<file path="src/rtl/llsc_pkg.sv">
package llsc_pkg;
  typedef enum logic [1:0] {
    OP_LD = 2'd0,
    OP_LL = 2'd1,
    OP_ST = 2'd2,
    OP_SC = 2'd3
  } llsc_op_e;
endpackage

</file>
<file path="src/rtl/llsc_match.sv">
// Parallel compare of the request against every table entry.
module llsc_match #(
  parameter int ENTRIES = 4,
  parameter int TAG_W   = 28,
  parameter int CTX_W   = 3
) (
  input  logic [ENTRIES-1:0]             ent_vld,
  input  logic [ENTRIES-1:0][TAG_W-1:0]  ent_tag,
  input  logic [ENTRIES-1:0][CTX_W-1:0]  ent_ctx,
  input  logic [TAG_W-1:0]               req_tag,
  input  logic [CTX_W-1:0]               req_ctx,
  output logic [ENTRIES-1:0]             addr_hit,
  output logic [ENTRIES-1:0]             ctx_own,
  output logic                           sc_hit
);
  for (genvar g = 0; g < ENTRIES; g++) begin : g_cmp
    assign addr_hit[g] = ent_vld[g] && (ent_tag[g] == req_tag);
    assign ctx_own[g]  = ent_vld[g] && (ent_ctx[g] == req_ctx);
  end
  assign sc_hit = |(addr_hit & ctx_own);
endmodule

</file>
<file path="src/rtl/llsc_alloc.sv">
// Picks the table slot a load-linked writes: own entry, else lowest free, else victim.
module llsc_alloc #(
  parameter int ENTRIES = 4,
  parameter int IDX_W   = 2
) (
  input  logic [ENTRIES-1:0] ent_vld,
  input  logic [ENTRIES-1:0] ctx_own,
  input  logic [IDX_W-1:0]   rr_ptr,
  output logic [IDX_W-1:0]   slot,
  output logic               evict
);
  logic [IDX_W-1:0] own_idx;
  logic [IDX_W-1:0] free_idx;
  logic             has_own;
  logic             has_free;

  always_comb begin
    own_idx  = '0;
    free_idx = '0;
    for (int i = ENTRIES - 1; i >= 0; i--) begin
      if (ctx_own[i])  own_idx  = IDX_W'(i);
      if (!ent_vld[i]) free_idx = IDX_W'(i);
    end
  end

  assign has_own  = |ctx_own;
  assign has_free = ~&ent_vld;
  assign evict    = !has_own && !has_free;
  assign slot     = has_own ? own_idx : (has_free ? free_idx : rr_ptr);
endmodule

</file>
<file path="src/rtl/llsc_monitor.sv">
module llsc_monitor
  import llsc_pkg::*;
#(
  parameter int ADDR_W    = 32,
  parameter int CTX_W     = 3,
  parameter int ENTRIES   = 4,
  parameter int GRAN_BITS = 4
) (
  input  logic              clk,
  input  logic              rst,
  input  logic              req_valid,
  input  logic [1:0]        req_op,
  input  logic [ADDR_W-1:0] req_addr,
  input  logic [CTX_W-1:0]  req_ctx,
  output logic              rsp_valid,
  output logic              wr_permit,
  output logic              sc_result
);
  localparam int TAG_W = ADDR_W - GRAN_BITS;
  localparam int IDX_W = (ENTRIES > 1) ? $clog2(ENTRIES) : 1;

  logic [ENTRIES-1:0]            ent_vld;
  logic [ENTRIES-1:0][TAG_W-1:0] ent_tag;
  logic [ENTRIES-1:0][CTX_W-1:0] ent_ctx;
  logic [IDX_W-1:0]              rr_ptr;

  logic [TAG_W-1:0]   req_tag;
  logic               unused_low;
  llsc_op_e           op;
  logic [ENTRIES-1:0] addr_hit;
  logic [ENTRIES-1:0] ctx_own;
  logic               sc_hit;
  logic [IDX_W-1:0]   slot;
  logic               evict;

  // Block granularity: low address bits take no part in record or compare.
  assign req_tag    = req_addr[ADDR_W-1:GRAN_BITS];
  assign unused_low = ^req_addr[GRAN_BITS-1:0];
  assign op         = llsc_op_e'(req_op);

  llsc_match #(.ENTRIES(ENTRIES), .TAG_W(TAG_W), .CTX_W(CTX_W)) u_match (
    .ent_vld (ent_vld),
    .ent_tag (ent_tag),
    .ent_ctx (ent_ctx),
    .req_tag (req_tag),
    .req_ctx (req_ctx),
    .addr_hit(addr_hit),
    .ctx_own (ctx_own),
    .sc_hit  (sc_hit)
  );

  llsc_alloc #(.ENTRIES(ENTRIES), .IDX_W(IDX_W)) u_alloc (
    .ent_vld(ent_vld),
    .ctx_own(ctx_own),
    .rr_ptr (rr_ptr),
    .slot   (slot),
    .evict  (evict)
  );

  // Control state and registered response.
  always_ff @(posedge clk) begin
    if (rst) begin
      ent_vld   <= '0;
      rr_ptr    <= '0;
      rsp_valid <= 1'b0;
      wr_permit <= 1'b0;
      sc_result <= 1'b0;
    end else begin
      rsp_valid <= req_valid;
      wr_permit <= 1'b0;
      sc_result <= 1'b0;
      if (req_valid) begin
        case (op)
          OP_LL: begin
            ent_vld[slot] <= 1'b1;
            if (evict)
              rr_ptr <= (rr_ptr == IDX_W'(ENTRIES - 1)) ? '0 : rr_ptr + 1'b1;
          end
          OP_ST: begin
            wr_permit <= 1'b1;
            ent_vld   <= ent_vld & ~addr_hit;
          end
          OP_SC: begin
            wr_permit <= sc_hit;
            sc_result <= sc_hit;
            ent_vld   <= ent_vld & ~addr_hit;
          end
          default: ;
        endcase
      end
    end
  end

  // Entry payload carries no reset; only the valid bits gate it.
  always_ff @(posedge clk) begin
    if (req_valid && op == OP_LL) begin
      ent_tag[slot] <= req_tag;
      ent_ctx[slot] <= req_ctx;
    end
  end

  p_rsp_next_r1: assert property (@(posedge clk) disable iff (rst)
    req_valid |=> rsp_valid);
  p_rsp_idle_r1: assert property (@(posedge clk) disable iff (rst)
    !req_valid |=> !rsp_valid && !wr_permit && !sc_result);
  p_load_no_write_r2: assert property (@(posedge clk) disable iff (rst)
    req_valid && (op == OP_LD || op == OP_LL) |=> !wr_permit && !sc_result);
  p_store_write_r6: assert property (@(posedge clk) disable iff (rst)
    req_valid && op == OP_ST |=> wr_permit && !sc_result);
  p_sc_empty_fail_r8: assert property (@(posedge clk) disable iff (rst)
    req_valid && op == OP_SC && ent_vld == '0 |=> !wr_permit && !sc_result);
  p_result_write_r4: assert property (@(posedge clk) disable iff (rst)
    sc_result |-> wr_permit);
  p_one_per_ctx_r9: assert property (@(posedge clk) disable iff (rst)
    $onehot0(ctx_own));
  p_evict_full_r10: assert property (@(posedge clk) disable iff (rst)
    req_valid && op == OP_LL && evict |=> &ent_vld);
endmodule

</file>
<file path="config.mk">
export PLATFORM = sky130hd
export DESIGN_NAME = llsc_monitor
export DESIGN_NICKNAME = d
export VERILOG_FILES = /design/src/rtl/llsc_pkg.sv /design/src/rtl/llsc_match.sv /design/src/rtl/llsc_alloc.sv /design/src/rtl/llsc_monitor.sv
export SDC_FILE = /design/constraint.sdc
export NUM_CORES = 1
export LEC_CHECK = 0
export BUFFER_PORTS_ARGS = -buffer_cell sky130_fd_sc_hd__buf_2
export CORE_MARGIN = 4
export CORE_UTILIZATION = 25
export DETAILED_ROUTE_END_ITERATION = 7
export GPL_ROUTABILITY_DRIVEN = 0
export SLEW_MARGIN = 20
export SYNTH_ARGS = -nofsm -noshare
export SYNTH_HDL_FRONTEND = slang
export SYNTH_SLANG_ARGS = --single-unit
</file>
<file path="constraint.sdc">
create_clock -name clk -period 8.8 [get_ports clk]
set_clock_uncertainty 0.2 [all_clocks]
set_input_delay 0.88 -clock clk [delete_from_list [all_inputs] [get_ports clk]]
set_output_delay 0.88 -clock clk [all_outputs]
set_load 0.02 [all_outputs]
</file>
==> results.json <==
{
  "drv_slew": 0,
  "grt_util_all_layers": 0.09427,
  "clock_sinks": 133,
  "placementRows": 54,
  "finish.net_count": 453,
  "routed_wl_um": 11110,
  "hold_path_class": "flip-flop to flip-flop",
  "post-route-cell-area_um2": 6753,
  "dp.final_hpwl_um": 7657,
  "clock_latency_of_the_later_clocked_register_in_the_worst_skew_pair_ns": 0.41,
  "yosysSeqAreaShare": 0.6966,
  "power_density_nw_per_um2": 219.1,
  "synthesis.nets": 396,
  "design_power_total_uw": 1479,
  "synth.area.top_cells": "sky130_fd_sc_hd__edfxtp_1, sky130_fd_sc_hd__xnor2_1, sky130_fd_sc_hd__xor2_1, sky130_fd_sc_hd__dfxtp_1, sky130_fd_sc_hd__nand4_1",
  "antenna_cells_inserted": 0,
  "drive_gt1_frac": 0.1882,
  "async_reset_ff_frac": 0,
  "drt_first_iter_violations": 186,
  "ys_seq_elements": 133,
  "yosys_warnings": 0,
  "worst_slew_pin_slew_ns": 0.8292,
  "numCtsBuffers": 17,
  "viasPerCell": 4.258,
  "unrepaired_setup_endpoints_after_global_routing": "no",
  "io_buffer_count": 38,
  "yosys.cell_types.count": 35,
  "areaGrowthSynthToFinish_pct": 20.50,
  "h-tree-depth": 4,
  "clockBufferDepth": 2,
  "outcome": "finished clean",
  "avgSynthCellArea_um2": 15.79,
  "fmax_mhz": 340.0,
  "critPathArrivalTime_ns": 2.82,
  "number_of_synthesized_flops_with_an_enable_pin": 124,
  "clk_pin_slew_worst_paths_ns": 0.06,
  "start_util": 0.2552,
  "coreArea_um2": 21960,
  "cts_tree": "done",
  "cp.required_ns": 8.67,
  "drcViolationCount": 0,
  "ys_dominant_reg_cell": "sky130_fd_sc_hd__edfxtp_1",
  "placed_cell_area_um2": 6151,
  "worst-r2r-setup-slack_ns": 6.15,
  "leakage_power_uw": 0.002202,
  "max_cap_violations": 0,
  "synthesis.instances": 355,
  "gr-total-overflow": 0,
  "cts.repair_timing.setup_buffer_count": 0,
  "io_pins": 43,
  "grt_pass1_wl_um": 17640,
  "vias": 3002,
  "avgRoutedWirePerCell_um": 15.76,
  "first_pass_iters": 4,
  "setup.worst_path.class": "input pin to flip-flop",
  "cts_root_buffer": "sky130_fd_sc_hd__clkbuf_16",
  "grt_antenna_before_repair": 0,
  "worstPathMaxFanout": 24,
  "postRouteAntennaNets": 0,
  "ir_drop_mv": 0.1038,
  "layout.cells.most_common": "sky130_fd_sc_hd__edfxtp_1",
  "floorplan.die.height_um": 157.7,
  "post-synth-top-area-fraction": 0.6644,
  "period_needed_ns": 2.941,
  "layout_common_cells": "sky130_fd_sc_hd__edfxtp_1, sky130_fd_sc_hd__xnor2_1, sky130_fd_sc_hd__xor2_1, sky130_fd_sc_hd__buf_2, sky130_fd_sc_hd__nand4_1",
  "first_global_vias": 3144,
  "hold_buffers": 0,
  "post-route-period-util": 0.3342,
  "synth_area_leader_cell": "sky130_fd_sc_hd__edfxtp_1",
  "worstSetupEndpointType": "flip-flop",
  "die-width_um": 157.7,
  "setup_tns_final_ns": 0,
  "maxSlewHeadroom": 0.4421,
  "floorplan.die_area_um2": 24880,
  "critPathLaunchType": "input pin",
  "setup-violations-final": 0,
  "maximum_number_of_pins_on_one_net_before_global_route_repair": 32,
  "hold_viol": 0,
  "mappedNetlistArea_um2": 5604,
  "cts.repair.resized": 0
}
## cells by family after synthesis
family | count (synthesis) | share of synthesized area
DFF | 133 | 0.6966
AOI/OAI and AO/OA | 18 | 0.02233
xor gates and xnor gates | 124 | 0.1938
and+or+nand+nor | 67 | 0.07390
adders and majority gates | 1 | 0.002232
muxes | 1 | 0.001786
buffers and inverters | 11 | 0.009377
## path summary, 6_finish.rpt
check        startpoint            to  cells past startpoint
min           rr_ptr[0]     rr_ptr[0]                      2
max          req_ctx[0]  ent_tag[108]                      8
min reg2reg   rr_ptr[0]     rr_ptr[0]                      2
max reg2reg  ent_ctx[9]  ent_tag[108]                      7
## where the power goes
group	switching, uW	internal [uW]
Clock	263	447
Combinational	41.4	28.0
Sequential	2.60	698
Total	307	1170
## layout make-up
cell class,count,area (um2)
timing repair buffer,42,220.2
inverter,7,26.28
clock buffer,17,425.4
sequential,133,3904
multi-input combinational,211,1650
fill,2129,15210
clock inverter,15,176.4
tap,280,350.3
## state kept, by name (all words and copies together), names as in the netlist
signal     flops
rr_ptr         2
rsp_valid      1
ent_vld        4
sc_result      1
ent_tag      112
wr_permit      1
ent_ctx       12
## through the flow
step / hold WS (ns) / setup WS [ns] / instances / utilization
finish: 0.3064 / 5.859 / 705 / 0.3075
global route: 0.3438 / 5.714 / 705 / 0.3075
floorplan: 0.2666 / 5.029 / 355 / -
global placement: 0.2817 / 5.533 / 673 / 0.2801
detailed placement: 0.2975 / 5.411 / 673 / 0.2801
CTS: 0.3112 / 5.847 / 705 / 0.3075
## worst max-delay path, stage by stage
cell and delay [ns]:
sky130_fd_sc_hd__buf_2 0.17, sky130_fd_sc_hd__xnor2_1 0.22, sky130_fd_sc_hd__nand4_2 0.18, sky130_fd_sc_hd__a21boi_0 0.19, sky130_fd_sc_hd__o21ai_0 0.31, sky130_fd_sc_hd__nand3_1 0.17, sky130_fd_sc_hd__inv_1 0.30, sky130_fd_sc_hd__buf_4 0.39
## synthesized netlist by cell type (all sizes together), types with 2 or more instances
library cell  instances
o21ai                 5
nor2b                 2
dfxtp                 9
nor4b                 2
inv                   7
xnor2                84
xor2                 40
nand4                24
o21a                  2
nor2                  8
edfxtp              124
nand3                 3
nand2                 7
a21oi                 4
buf                   3
and4                  2
nor4                 13
a41o                  2
## routing by layer
metal  vias up  wire length (um)  track usage
li1       1433                 -            -
met1      1485              5022       0.1231
met2        75              5366       0.1516
met3         9               606      0.02679
met4         0               116      0.03073
met5         -                 0            0
Power figures use the tool's default switching activity.
